### config.mk
export PLATFORM = sky130hd
export DESIGN_NAME = nocrx_depkt
export DESIGN_NICKNAME = d
export VERILOG_FILES = /design/src/rtl/nocrx_pkg.sv /design/src/rtl/nocrx_flit_ctl.sv /design/src/rtl/nocrx_dma.sv /design/src/rtl/nocrx_cfg_regs.sv /design/src/rtl/nocrx_depkt.sv
export SDC_FILE = /design/constraint.sdc
export NUM_CORES = 1
export LEC_CHECK = 0
export CORE_MARGIN = 10
export CORE_UTILIZATION = 55
export DETAILED_ROUTE_END_ITERATION = 10
export DONT_BUFFER_PORTS = 1
export PLACE_DENSITY = 0.7
export SYNTH_ARGS = -nofsm -noshare
export SYNTH_HDL_FRONTEND = slang
export SYNTH_SLANG_ARGS = --single-unit
### constraint.sdc
create_clock -name clk -period 4.2 [get_ports clk]
set_input_delay 1.26 -clock clk [delete_from_list [all_inputs] [get_ports clk]]
set_output_delay 1.26 -clock clk [all_outputs]
set_load 0.005 [all_outputs]
### src/rtl/nocrx_pkg.sv
package nocrx_pkg;

    localparam int PAY_W  = 32;
    localparam int KIND_W = 2;
    localparam int FLIT_W = KIND_W + PAY_W;

    localparam logic [KIND_W-1:0] KIND_HEAD = 2'b01;
    localparam logic [KIND_W-1:0] KIND_BODY = 2'b10;

    // head payload layout, most significant field first
    typedef struct packed {
        logic [7:0]  dest;
        logic [3:0]  ptype;
        logic [7:0]  tag;
        logic [11:0] len;
    } hdr_t;

    localparam int LEN_W = $bits(hdr_t) - 20;

    localparam logic [3:0] PT_BLOCK = 4'h1;
    localparam logic [3:0] PT_INSTR = 4'hF;

    localparam int NCFG = 2;

    typedef enum logic [2:0] {
        ST_IDLE,
        ST_SGL_DATA,
        ST_SGL_PEND,
        ST_BLK_WAIT,
        ST_BLK_DMA,
        ST_BLK_PEND,
        ST_INS_DATA
    } rx_state_e;

    localparam logic [2:0] RA_TAG   = 3'd0;
    localparam logic [2:0] RA_TYPE  = 3'd1;
    localparam logic [2:0] RA_LEN   = 3'd2;
    localparam logic [2:0] RA_DATA  = 3'd3;
    localparam logic [2:0] RA_WADDR = 3'd4;
    localparam logic [2:0] RA_CFGA  = 3'd5;
    localparam logic [2:0] RA_CFGB  = 3'd6;
    localparam logic [2:0] RA_DEST  = 3'd7;

endpackage

### src/rtl/nocrx_flit_ctl.sv
module nocrx_flit_ctl
    import nocrx_pkg::*;
(
    input  logic              in_valid,
    input  logic [FLIT_W-1:0] in_flit,
    input  logic              take,
    input  logic              expect_body,
    output logic              head_fire,
    output logic              body_fire,
    output logic [PAY_W-1:0]  payload,
    output hdr_t              hdr
);

    logic              fire;
    logic [KIND_W-1:0] kind;

    always_comb begin
        fire      = in_valid && take;
        kind      = in_flit[FLIT_W-1 -: KIND_W];
        payload   = in_flit[PAY_W-1:0];
        hdr       = hdr_t'(in_flit[PAY_W-1:0]);
        // head only matters between packets; inside one every flit is data
        head_fire = fire && !expect_body && (kind == KIND_HEAD);
        body_fire = fire && expect_body;
    end

endmodule

### src/rtl/nocrx_dma.sv
module nocrx_dma
    import nocrx_pkg::*;
#(
    parameter int AW = 16
) (
    input  logic             clk,
    input  logic             rst_n,
    input  logic             load,
    input  logic [AW-1:0]    load_addr,
    input  logic [LEN_W-1:0] load_len,
    input  logic             beat,
    input  logic [PAY_W-1:0] beat_data,
    output logic             mem_we,
    output logic [AW-1:0]    mem_addr,
    output logic [PAY_W-1:0] mem_wdata,
    output logic             last_beat,
    output logic [AW-1:0]    cur_addr
);

    typedef struct packed {
        logic [AW-1:0]    addr;
        logic [LEN_W-1:0] rem;
    } dma_t;

    dma_t dma_d, dma_q;

    always_comb begin
        dma_d = dma_q;
        if (load) begin
            dma_d.addr = load_addr;
            dma_d.rem  = load_len;
        end else if (beat) begin
            dma_d.addr = dma_q.addr + 1'b1;
            dma_d.rem  = dma_q.rem - 1'b1;
        end
        mem_we    = beat;
        mem_addr  = dma_q.addr;
        mem_wdata = beat_data;
        last_beat = beat && (dma_q.rem == LEN_W'(1));
        cur_addr  = dma_q.addr;
    end

    always_ff @(posedge clk) begin
        if (!rst_n) dma_q <= '0;
        else        dma_q <= dma_d;
    end

endmodule

### src/rtl/nocrx_cfg_regs.sv
module nocrx_cfg_regs
    import nocrx_pkg::*;
#(
    parameter int NREG = 2
) (
    input  logic                       clk,
    input  logic                       rst_n,
    input  logic                       wr_en,
    input  logic [7:0]                 op,
    input  logic [PAY_W-1:0]           operand,
    output logic [NREG-1:0][PAY_W-1:0] regs
);

    logic [NREG-1:0]            sel;
    logic [NREG-1:0][PAY_W-1:0] regs_d, regs_q;

    // opcode k+1 addresses register k; opcode 0 and out-of-range codes hit nothing
    for (genvar g = 0; g < NREG; g++) begin : g_sel
        assign sel[g] = wr_en && (op == 8'(g + 1));
    end

    always_comb begin
        regs_d = regs_q;
        for (int k = 0; k < NREG; k++) begin
            if (sel[k]) regs_d[k] = operand;
        end
        regs = regs_q;
    end

    always_ff @(posedge clk) begin
        if (!rst_n) regs_q <= '0;
        else        regs_q <= regs_d;
    end

endmodule

### src/rtl/nocrx_depkt.sv
module nocrx_depkt
    import nocrx_pkg::*;
#(
    parameter int AW = 16
) (
    input  logic              clk,
    input  logic              rst_n,
    input  logic              in_valid,
    input  logic [33:0]       in_flit,
    output logic              in_ready,
    output logic              irq,
    input  logic              cpu_rd,
    input  logic              cpu_wr,
    input  logic [2:0]        cpu_addr,
    input  logic [31:0]       cpu_wdata,
    output logic [31:0]       cpu_rdata,
    output logic              mem_we,
    output logic [AW-1:0]     mem_addr,
    output logic [31:0]       mem_wdata
);

    typedef struct packed {
        rx_state_e        st;
        hdr_t             hdr;
        logic [PAY_W-1:0] data;
        logic [7:0]       op;
    } rx_t;

    rx_t s_d, s_q;

    logic                       expect_body;
    logic                       head_fire, body_fire;
    logic [PAY_W-1:0]           payload;
    hdr_t                       hdr_in;
    logic                       dma_load, dma_beat, dma_last;
    logic [AW-1:0]              dma_addr;
    logic                       cfg_wr;
    logic [NCFG-1:0][PAY_W-1:0] cfg;
    logic                       data_rd, addr_wr;

    nocrx_flit_ctl u_flit (
        .in_valid    (in_valid),
        .in_flit     (in_flit),
        .take        (in_ready),
        .expect_body (expect_body),
        .head_fire   (head_fire),
        .body_fire   (body_fire),
        .payload     (payload),
        .hdr         (hdr_in)
    );

    nocrx_dma #(.AW(AW)) u_dma (
        .clk       (clk),
        .rst_n     (rst_n),
        .load      (dma_load),
        .load_addr (cpu_wdata[AW-1:0]),
        .load_len  (s_q.hdr.len),
        .beat      (dma_beat),
        .beat_data (payload),
        .mem_we    (mem_we),
        .mem_addr  (mem_addr),
        .mem_wdata (mem_wdata),
        .last_beat (dma_last),
        .cur_addr  (dma_addr)
    );

    nocrx_cfg_regs #(.NREG(NCFG)) u_cfg (
        .clk     (clk),
        .rst_n   (rst_n),
        .wr_en   (cfg_wr),
        .op      (s_q.op),
        .operand (payload),
        .regs    (cfg)
    );

    // handshake and interrupt follow the state alone
    always_comb begin
        expect_body = (s_q.st == ST_SGL_DATA) || (s_q.st == ST_BLK_DMA) ||
                      (s_q.st == ST_INS_DATA);
        in_ready    = (s_q.st == ST_IDLE) || expect_body;
        irq         = (s_q.st == ST_SGL_PEND) || (s_q.st == ST_BLK_WAIT) ||
                      (s_q.st == ST_BLK_DMA)  || (s_q.st == ST_BLK_PEND);
        data_rd     = cpu_rd && (cpu_addr == RA_DATA) &&
                      ((s_q.st == ST_SGL_PEND) || (s_q.st == ST_BLK_PEND));
        addr_wr     = cpu_wr && (cpu_addr == RA_WADDR) && (s_q.st == ST_BLK_WAIT);
        dma_beat    = body_fire && (s_q.st == ST_BLK_DMA);
    end

    // packet sequencing
    always_comb begin
        s_d      = s_q;
        cfg_wr   = 1'b0;
        dma_load = 1'b0;
        case (s_q.st)
            ST_IDLE: begin
                if (head_fire) begin
                    if (hdr_in.ptype == PT_INSTR) begin
                        s_d.op = hdr_in.tag;
                        s_d.st = ST_INS_DATA;
                    end else begin
                        s_d.hdr  = hdr_in;
                        s_d.data = '0;
                        s_d.st   = (hdr_in.ptype == PT_BLOCK) ? ST_BLK_WAIT : ST_SGL_DATA;
                    end
                end
            end
            ST_SGL_DATA: begin
                if (body_fire) begin
                    s_d.data = payload;
                    s_d.st   = ST_SGL_PEND;
                end
            end
            ST_BLK_WAIT: begin
                if (addr_wr) begin
                    dma_load = 1'b1;
                    s_d.st   = (s_q.hdr.len == '0) ? ST_BLK_PEND : ST_BLK_DMA;
                end
            end
            ST_BLK_DMA: begin
                if (body_fire) begin
                    s_d.data = payload;
                    if (dma_last) s_d.st = ST_BLK_PEND;
                end
            end
            ST_INS_DATA: begin
                if (body_fire) begin
                    cfg_wr = 1'b1;
                    s_d.st = ST_IDLE;
                end
            end
            ST_SGL_PEND, ST_BLK_PEND: begin
                if (data_rd) s_d.st = ST_IDLE;
            end
            default: s_d.st = ST_IDLE;
        endcase
    end

    // register read port
    always_comb begin
        case (cpu_addr)
            RA_TAG:   cpu_rdata = 32'(s_q.hdr.tag);
            RA_TYPE:  cpu_rdata = 32'(s_q.hdr.ptype);
            RA_LEN:   cpu_rdata = 32'(s_q.hdr.len);
            RA_DATA:  cpu_rdata = s_q.data;
            RA_WADDR: cpu_rdata = 32'(dma_addr);
            RA_CFGA:  cpu_rdata = cfg[0];
            RA_CFGB:  cpu_rdata = cfg[1];
            default:  cpu_rdata = 32'(s_q.hdr.dest);
        endcase
    end

    always_ff @(posedge clk) begin
        if (!rst_n) s_q <= '{st: ST_IDLE, default: '0};
        else        s_q <= s_d;
    end

endmodule

## Word level (Yosys, flattened, before mapping)

Cells that the tools add are included.

| storage, ports and cells | value |
|---|---|
| bits in registers | 167 |
| input bits | 74 |
| output and inout port bits | 83 |

| cells by class | value |
|---|---|
| $add $sub $neg | 2 |
| equal/unequal tests | 27 |
| mux-type cells | 22 |
| bitwise logic cells | 1 |
| reductions and logical operators | 31 |

Operator list:

| kind | number |
|---|---|
| $pmux W32 S7 | 1 |
| $mux W75 | 1 |
| $mux W64 | 1 |
| $pmux W32 S2 | 1 |
| $mux W28 | 2 |
| $mux W32 | 1 |
| $mux W3 | 7 |
| $eq A3 B3 Y1 const B | 6 |
| $pmux W3 S6 | 1 |
| $add A16 B1 Y16 const B | 1 |
| $ne A2 B2 Y1 const B | 8 |
| $eq A12 B1 Y1 const B | 1 |
| $eq A3 B2 Y1 const B | 4 |
| $logic_and A1 B1 Y1 | 12 |
| $logic_not A12 Y1 | 1 |
| $sub A12 B1 Y12 const B | 1 |
| $eq A8 B1 Y1 const B | 1 |
| $eq A8 B2 Y1 const B | 1 |
| $mux W8 | 1 |
| $logic_or A1 B1 Y1 | 7 |
| $reduce_and A7 Y1 | 1 |
| $eq A3 B1 Y1 const B | 2 |
| $logic_not A3 Y1 | 2 |
| $reduce_and A3 Y1 | 2 |
| 11 further kinds | 17 |

## Logic depth before layout (Yosys ltp)

Gate-level depths: netlist of the first run.

| logic depth | value |
|---|---|
| depth in word-level cells | 11 |
| mapped depth | 8 |
| mapped depth without buffers | 6 |

## Cells and area by module

From an unflattened synthesis of the first run, not the netlist that was laid out.

| second synthesis, totals | value |
|---|---|
| cells, all modules | 1,099 |
| area total of the unflattened synthesis | 9,257.6 sq um |

By module, submodules not included:

| module | instances | cells an instance | area an instance (sq um) | sequential area each (sq um) |
|---|---|---|---|---|
| nocrx_depkt | 1 | 533 | 4,255.3 | 1,501.4 |
| nocrx_cfg_regs | 1 | 245 | 2,473.6 | 1,281.2 |
| nocrx_dma | 1 | 254 | 2,028.2 | 560.5 |
| nocrx_flit_ctl | 1 | 67 | 500.5 | 0.0 |

## Worst setup path after synthesis of the first run

Ideal clock, no wire load.

| path | value |
|---|---|
| kind | input -> output |
| start point | in cpu_addr[2] |
| end point | out cpu_rdata[1] |
| data arrival time | 2.768 ns |
| data required time | 2.940 ns |
| path slack | 0.172 ns |
| stages | 6 |
| buffers on the path | 3 |
| path through | buf_1 -> clkbuf_1 -> clkbuf_1 -> mux4_2 -> nand2_1 -> nand2_1 |

| between the ends | value |
|---|---|
| cells in the longest elaborated chain, start to end | 2 |

RTL lines:

| element | line | source |
|---|---|---|
| from (decl) | nocrx_depkt.sv:14 | `input logic [2:0] cpu_addr,` |
| $eq A3 B3 Y1 (tied with other cells) | nocrx_depkt.sv:140 | `case (cpu_addr)` |
| $pmux W32 S7 (*) | nocrx_depkt.sv:140 |  |
| to (decl) | nocrx_depkt.sv:16 | `output logic [31:0] cpu_rdata,` |

Every way passes the cells marked *; elsewhere a longest branch is shown, timed or not.

## Worst setup path in the final report of the first run

| path | value |
|---|---|
| start point | in cpu_addr[1] |
| end point | out cpu_rdata[8] |

Same word-level chain as after synthesis.

==> flow_metrics.tcl, run 1 <==
set metrics [dict create \
    hold_violations 0 \
    critPathRequiredTime_ps 2940 \
    clock-root-buffer "clkbuf_16" \
    path_cells "inv_1 > nand2_1 > o221ai_1" \
    syn_inst 1032 \
    syn-num-nets 1109 \
    rsz0062_at_grt "no" \
    peakVddDrop_uv 316 \
    setup_violations 0 \
    drc 0 \
    wire_per_inst_um 20.3 \
    vias 6963 \
    synth_edf_count 0 \
    slew_headroom_pct 32.0 \
    initial_core_util_pct 56.7 \
    drive_gt1_share_pct 7.95 \
    critPathBufInv 1 \
    startpoint_type "input pin" \
    syn_area_sq_um 7960 \
    hold_class "register to register" \
    io_pins 157 \
    worstSkewPairLatency_ps 430 \
    nNetsFinal 1021 \
    h-tree-depth 4 \
    fillers 1270 \
    ant_nets 0 \
    cts_tree "yes" \
    grt_pass1_vias 6452 \
    area_growth_pct 4.10 \
    whs_ps 453 \
    outcome "completed" \
    ys_types 53 \
    numPortBuffers 0 \
    cts_hold_buffers 0 \
    powerDensity_nw_per_um2 399 \
    crit_family "buffers and inverters" \
    tightest_slew_ps 1020 \
    cts_sinks 167 \
    die_area_sq_um 19700 \
    ys_ff_latch 167 \
    rows 43 \
    leakagePower_nw 2.72 \
    yosysSeqAreaShare_pct 42.0 \
    n_antenna_cell 0 \
    period_share_pct 88.0 \
    yosys_warnings 0 \
    crit_type "input pin to output pin" \
    core_area_sq_um 14000 \
    fmax_ghz 0.270 \
    critPathMaxFanout 17 \
    cts_buffer_depth 2 \
    fin_skew_ps 7.98 \
    fp.dieW_um 140 \
    cap_violations 0 \
    drv_slew 0 \
    via_per_inst 6.13 \
    critical_path.slowest_cell "inv_1" \
    numCtsBuffers 17 \
    fin_setup_tns_ps 0 \
    cts_resized 0 \
    antenna_found_initial 0 \
    gp_congestion 0.884 \
    cp_slowest_stage_delay_ps 420 \
    dr.pass1.iters 5 \
    hpwl_mm 15.1 \
    min_period_ps 3700 \
    syn_area_per_cell_sq_um 7.72 \
    post-cts-setup-buffers 0 \
    cp-end-kind "output pin" \
    grt_usage_pct 22.7 \
    overflow 0 \
    grt_pass1_wl_mm 36.1 \
    synth_ff_type "dfxtp_1" \
    die_h_um 140 \
    path_clk_slew_ps 70 \
    postRouteWirelength_mm 23.1 \
    arrival_ps 2440 \
    synth-async-reset-ratio_pct 0 \
    grt_start_max_net_pins 74 \
    drt_iter0_drc 692 \
]
==> layout by cell type, fill, tap and decap left out, types with 10 or more instances in the layout <==
cell type,netlist,routed
a211oi_1,11,11
a21oi_1,151,151
a22oi_1,27,27
a31oi_1,10,10
buf_4,48,18
clkbuf_16,0,17
dfxtp_1,167,167
inv_1,11,11
mux2i_1,23,23
nand2_1,268,268
nand3_1,47,47
nor2_1,46,45
nor3_1,10,10
o21ai_0,26,26
==> metrics by stage <==
stage          cells  power [mW]  setup WS, ps  utilization [%]  cell area (sq um)
6_report        1136        3.30           502             59.0               8290
5_1_grt         1136        3.39           450             59.0               8290
4_1_cts         1136        3.32           528             59.0               8290
2_1_floorplan   1032        1.77           172                -               7960
3_3_place_gp    1105        1.77           565             54.9               7710
3_5_place_dp    1105        1.77           553             54.9               7710
==> sequential cells by signal (all words and copies together) (netlist names) <==
signal and flops:
u_dma.dma_q 12, u_cfg.regs 64, u_dma.cur_addr 16, s_q 75
==> cells by family (layout without fill, tap and decap cells) <==
family,Yosys count,after routing,share of synthesized area [%]
simple gates,412,412,22.3
compound gates,262,262,19.5
flops,167,167,42.0
buf+inv,140,64,8.97
mux,36,36,5.44
xor+xnor,12,12,1.32
fa+ha+maj,3,3,0.471
==> worst reg2reg max path: cells and delay by family, from the launching register on <==
kind	cells	cell delay, ps
flops	1	680
buf+inv	1	420
compound gates	1	70
simple gates	4	1400
==> worst paths after layout <==
check | depth (start not counted) | start | endpoint | slack (ps)
setup / recovery | 3 | cpu_addr[1] | cpu_rdata[8] | 500
hold / removal | 2 | u_cfg.regs[7]$_SDFFE_PN0P_ | u_cfg.regs[7]$_SDFFE_PN0P_ | 450
setup reg to reg | 6 | s_q[74]$_SDFFE_PN0P_ | u_cfg.regs[11]$_SDFFE_PN0P_ | 1490
hold reg to reg | 2 | u_cfg.regs[7]$_SDFFE_PN0P_ | u_cfg.regs[7]$_SDFFE_PN0P_ | 450
==> power breakdown <==
group	total (mW)	internal, mW	leakage, nW	switching [mW]
sequential	1.61	1.60	1.35	0.0116
combinational	0.133	0.0428	1.10	0.0902
clock	1.56	0.912	0.279	0.653
total	3.30	2.55	2.72	0.754
==> final cells by class <==
class | count | area, sq um | share of cell area, %
Clock buffer | 22 | 464 | 5.60
Clock inverter | 9 | 118 | 1.42
Inverter | 13 | 51.3 | 0.619
Multi-Input combinational cell | 725 | 3910 | 47.2
Sequential cell | 167 | 3340 | 40.3
Tap cell | 180 | 225 | 2.72
Timing Repair Buffer | 20 | 175 | 2.11
==> Yosys cell counts (4+ instances only) <==
cell / instances / share of area [%]
a211oi_1: 11 / 1.0
and3_1: 6 / 0.47
nor3_1: 10 / 0.63
buf_1: 6 / 0.28
nor2b_1: 5 / 0.39
dfxtp_1: 167 / 42
a31oi_1: 10 / 0.79
xor2_1: 5 / 0.55
nand3_1: 47 / 3.0
xnor2_1: 7 / 0.77
a22oi_1: 27 / 2.5
mux2_2: 8 / 1.1
mux2i_1: 23 / 2.9
nor2_1: 46 / 2.2
buf_2: 7 / 0.44
o221a_2: 4 / 0.57
clkbuf_1: 66 / 3.1
nand4_1: 6 / 0.47
mux4_2: 5 / 1.4
nand2_1: 268 / 13
a21oi_1: 151 / 9.5
o211ai_1: 5 / 0.47
inv_1: 11 / 0.52
o221ai_1: 5 / 0.55
nor4_1: 6 / 0.47
o22ai_1: 7 / 0.55
buf_4: 48 / 4.5
o21ai_0: 26 / 1.6
==> layer usage <==
layer	track usage, %	routed length [um]	vias up
met4	7.77	397	0
met1	28.4	9820	3288
met5	0	0	-
met2	35.9	10800	290
li1	-	-	3352
met3	7.17	2100	33
No activity file was read; power rests on OpenSTA's default activity.
==> run 2: changes to the inputs <==
--- a/config.mk
+++ b/config.mk
@@ -12,4 +12,5 @@
 export PLACE_DENSITY = 0.7
 export SYNTH_ARGS = -nofsm -noshare
 export SYNTH_HDL_FRONTEND = slang
+export SYNTH_HIERARCHICAL = 1
 export SYNTH_SLANG_ARGS = --single-unit
==> run 2 against run 1 <==
Compared with the run above:
- global-route usage shrank 1.0 points
- first-iteration DRC count down 24%
- via count grew 2.1%
- final cell count is 2.0% higher
- hold slack better by 4.5 ps
- fmax rose by 1.2%
- total power rose by 2.2%
- flip-flop and latch count stayed put
- largest power group is now the clock network
==> flow_metrics.tcl, run 2 <==
set metrics [dict create \
    final_util_pct 54.4 \
    arrival_ps 2390 \
    initial_core_util_pct 56.0 \
    hold_class "register to register" \
    peakVddDrop_uv 316 \
    r2r_cells 9 \
    layout_setup_ws_ps 547 \
    path_clk_slew_ps 70 \
    worstSkewPairLatency_ps 430 \
    drive_gt1_share_pct 8.21 \
    ys_ff_latch 167 \
    nNetsFinal 1002 \
    io_pins 157 \
    layout_commonest_cell "nand2_1" \
    synth_top_cell_area_share_pct 36.1 \
    min_period_ps 3650 \
    slew_headroom_pct 42.7 \
    critPathRequiredTime_ps 2940 \
    fin_skew_ps 9.14 \
    outcome "completed" \
    ant_nets 0 \
    fin_cells 1159 \
    post-cts-setup-buffers 0 \
    yosys_warnings 6 \
    clkPwrFrac_pct 48.3 \
    synth.most_common_cell "nand2_1" \
    antenna_found_initial 0 \
    die_h_um 150 \
    layout_common_cells "182 x nand2_1, 167 x dfxtp_1, 91 x mux2i_1" \
    grt_usage_pct 21.6 \
    fp.dieW_um 150 \
    cts_sinks 167 \
    yosysSeqAreaShare_pct 36.1 \
    fin_setup_tns_ps 0 \
    core_area_sq_um 16500 \
    hpwl_mm 16.7 \
    drv_slew 0 \
    vias 7110 \
    area_growth_pct -2.87 \
    largest_reg_flops 75 \
    grt_start_max_net_pins 134 \
    grt_pass1_vias 6676 \
    syn-num-nets 1176 \
    die_area_sq_um 22400 \
    hold_violations 0 \
    cts_tree "yes" \
    p_int_mw 2.57 \
    cp-end-kind "output pin" \
    fmax_ghz 0.274 \
    numCtsBuffers 17 \
    dr.pass1.iters 5 \
    gp_congestion 0.856 \
    rr_startpoint "s_q[72]$_SDFFE_PN0P_" \
    ys_top_cells_by_area "dfxtp_1 36%, buf_4 10%, mux2i_1 9.8%" \
    wire_per_inst_um 21.5 \
    rsz0062_at_grt "no" \
    yosysTopAreaCell "dfxtp_1" \
    crit_start "cpu_addr[0]" \
    place_area_sq_um 8380 \
    synth_top_cells_by_count "182 x nand2_1, 167 x dfxtp_1, 129 x buf_4" \
    synth_edf_count 0 \
    period_share_pct 87.0 \
    syn_area_sq_um 9260 \
    overflow 0 \
    pwr-share-comb_pct 4.2 \
    postRouteWirelength_mm 25.0 \
    ys_types 71 \
    dp_cells 1126 \
    power.switching_mw 0.810 \
    crit_type "input pin to output pin" \
    tightest_slew_ps 858 \
    cts_buffer_depth 2 \
    hold_depth 2 \
    drt_iter0_drc 527 \
    fillers 1480 \
    startpoint_type "input pin" \
    syn_inst 1099 \
    synth_ff_type "dfxtp_1" \
    leakagePower_nw 3.56 \
    synth-async-reset-ratio_pct 0 \
    numPortBuffers 0 \
    rows 47 \
    post-place-ws_ps 574 \
    min_from "s_q[71]$_SDFFE_PN0P_" \
    via_per_inst 6.13 \
    whs_ps 457 \
    critPathMaxFanout 36 \
    cts_resized 0 \
    swShare_pct 24.0 \
    pwr-share-seq_pct 47.5 \
    power_mw 3.38 \
    cap_violations 0 \
    syn_area_per_cell_sq_um 8.42 \
    drc 0 \
    h-tree-depth 4 \
    powerDensity_nw_per_um2 376 \
    grt_pass1_wl_mm 38.0 \
    clock-root-buffer "clkbuf_16" \
    cts_hold_buffers 0 \
    setup_violations 0 \
    stdcell_area_sq_um 8990 \
    regMostFlops "s_q" \
]
-- run 2: changes by cell type after synthesis, moves of 36 or more --
cell,change
buf_4,+81
mux2i_1,+68
a21oi_1,-68
nand2_1,-86
nand3_1,-36
nand4_1,+36
a22o_1,+39
-- run 2: logic make-up after synthesis --
family,Yosys count,share of synthesized area [%]
and+or+nand+nor,345,18.8
muxes,98,11.1
xor gates and xnor gates,20,1.89
AOI/OAI and AO/OA,242,16.6
adders and majority gates,3,0.406
DFF,167,36.1
buffers and inverters,224,15.2
-- run 2: cell type report --
type / instances / area [sq um] / share of cell area, %
multi-input cells: 708 / 4530 / 50.4
flip-flops and latches: 167 / 3340 / 37.2
clock buffers: 19 / 453 / 5.04
well taps: 220 / 275 / 3.06
repair buffers: 21 / 195 / 2.17
clock inverters: 13 / 158 / 1.75
inverters: 10 / 37.5 / 0.417
diodes: 1 / 2.50 / 0.0278
-- run 2: routing by layer --
metal	GRT usage [%]	vias up	share of wire (%)
met5	0	-	0
met4	8.75	0	2.8
met3	7.67	46	9.5
met2	34.5	286	46
met1	26.1	3400	41
li1	-	3378	-
-- run 2: critical path, cell delays in order --
cell and delay, ps:
nor2b_2 510, buf_4 280, a22o_1 140, a22o_1 180
-- run 2: worst paths after layout --
kind                            slack (ps)                         endpoint
worst max-delay path                   550                    cpu_rdata[28]
worst min-delay path                   460             s_q[71]$_SDFFE_PN0P_
worst min register to register         460             s_q[71]$_SDFFE_PN0P_
worst max register to register         820  u_dma/cur_addr[14]$_SDFFE_PN0P_
-- run 2: power by group through the flow --
stage                     registers [mW]  clock network [mW]  logic, mW
final                               1.61                1.63      0.141
after global routing                1.61                1.71      0.152
after CTS                           1.61                1.64      0.140
after detailed placement            1.64                   0      0.139
after global placement              1.64                   0      0.138
after floorplan                     1.64                   0      0.209
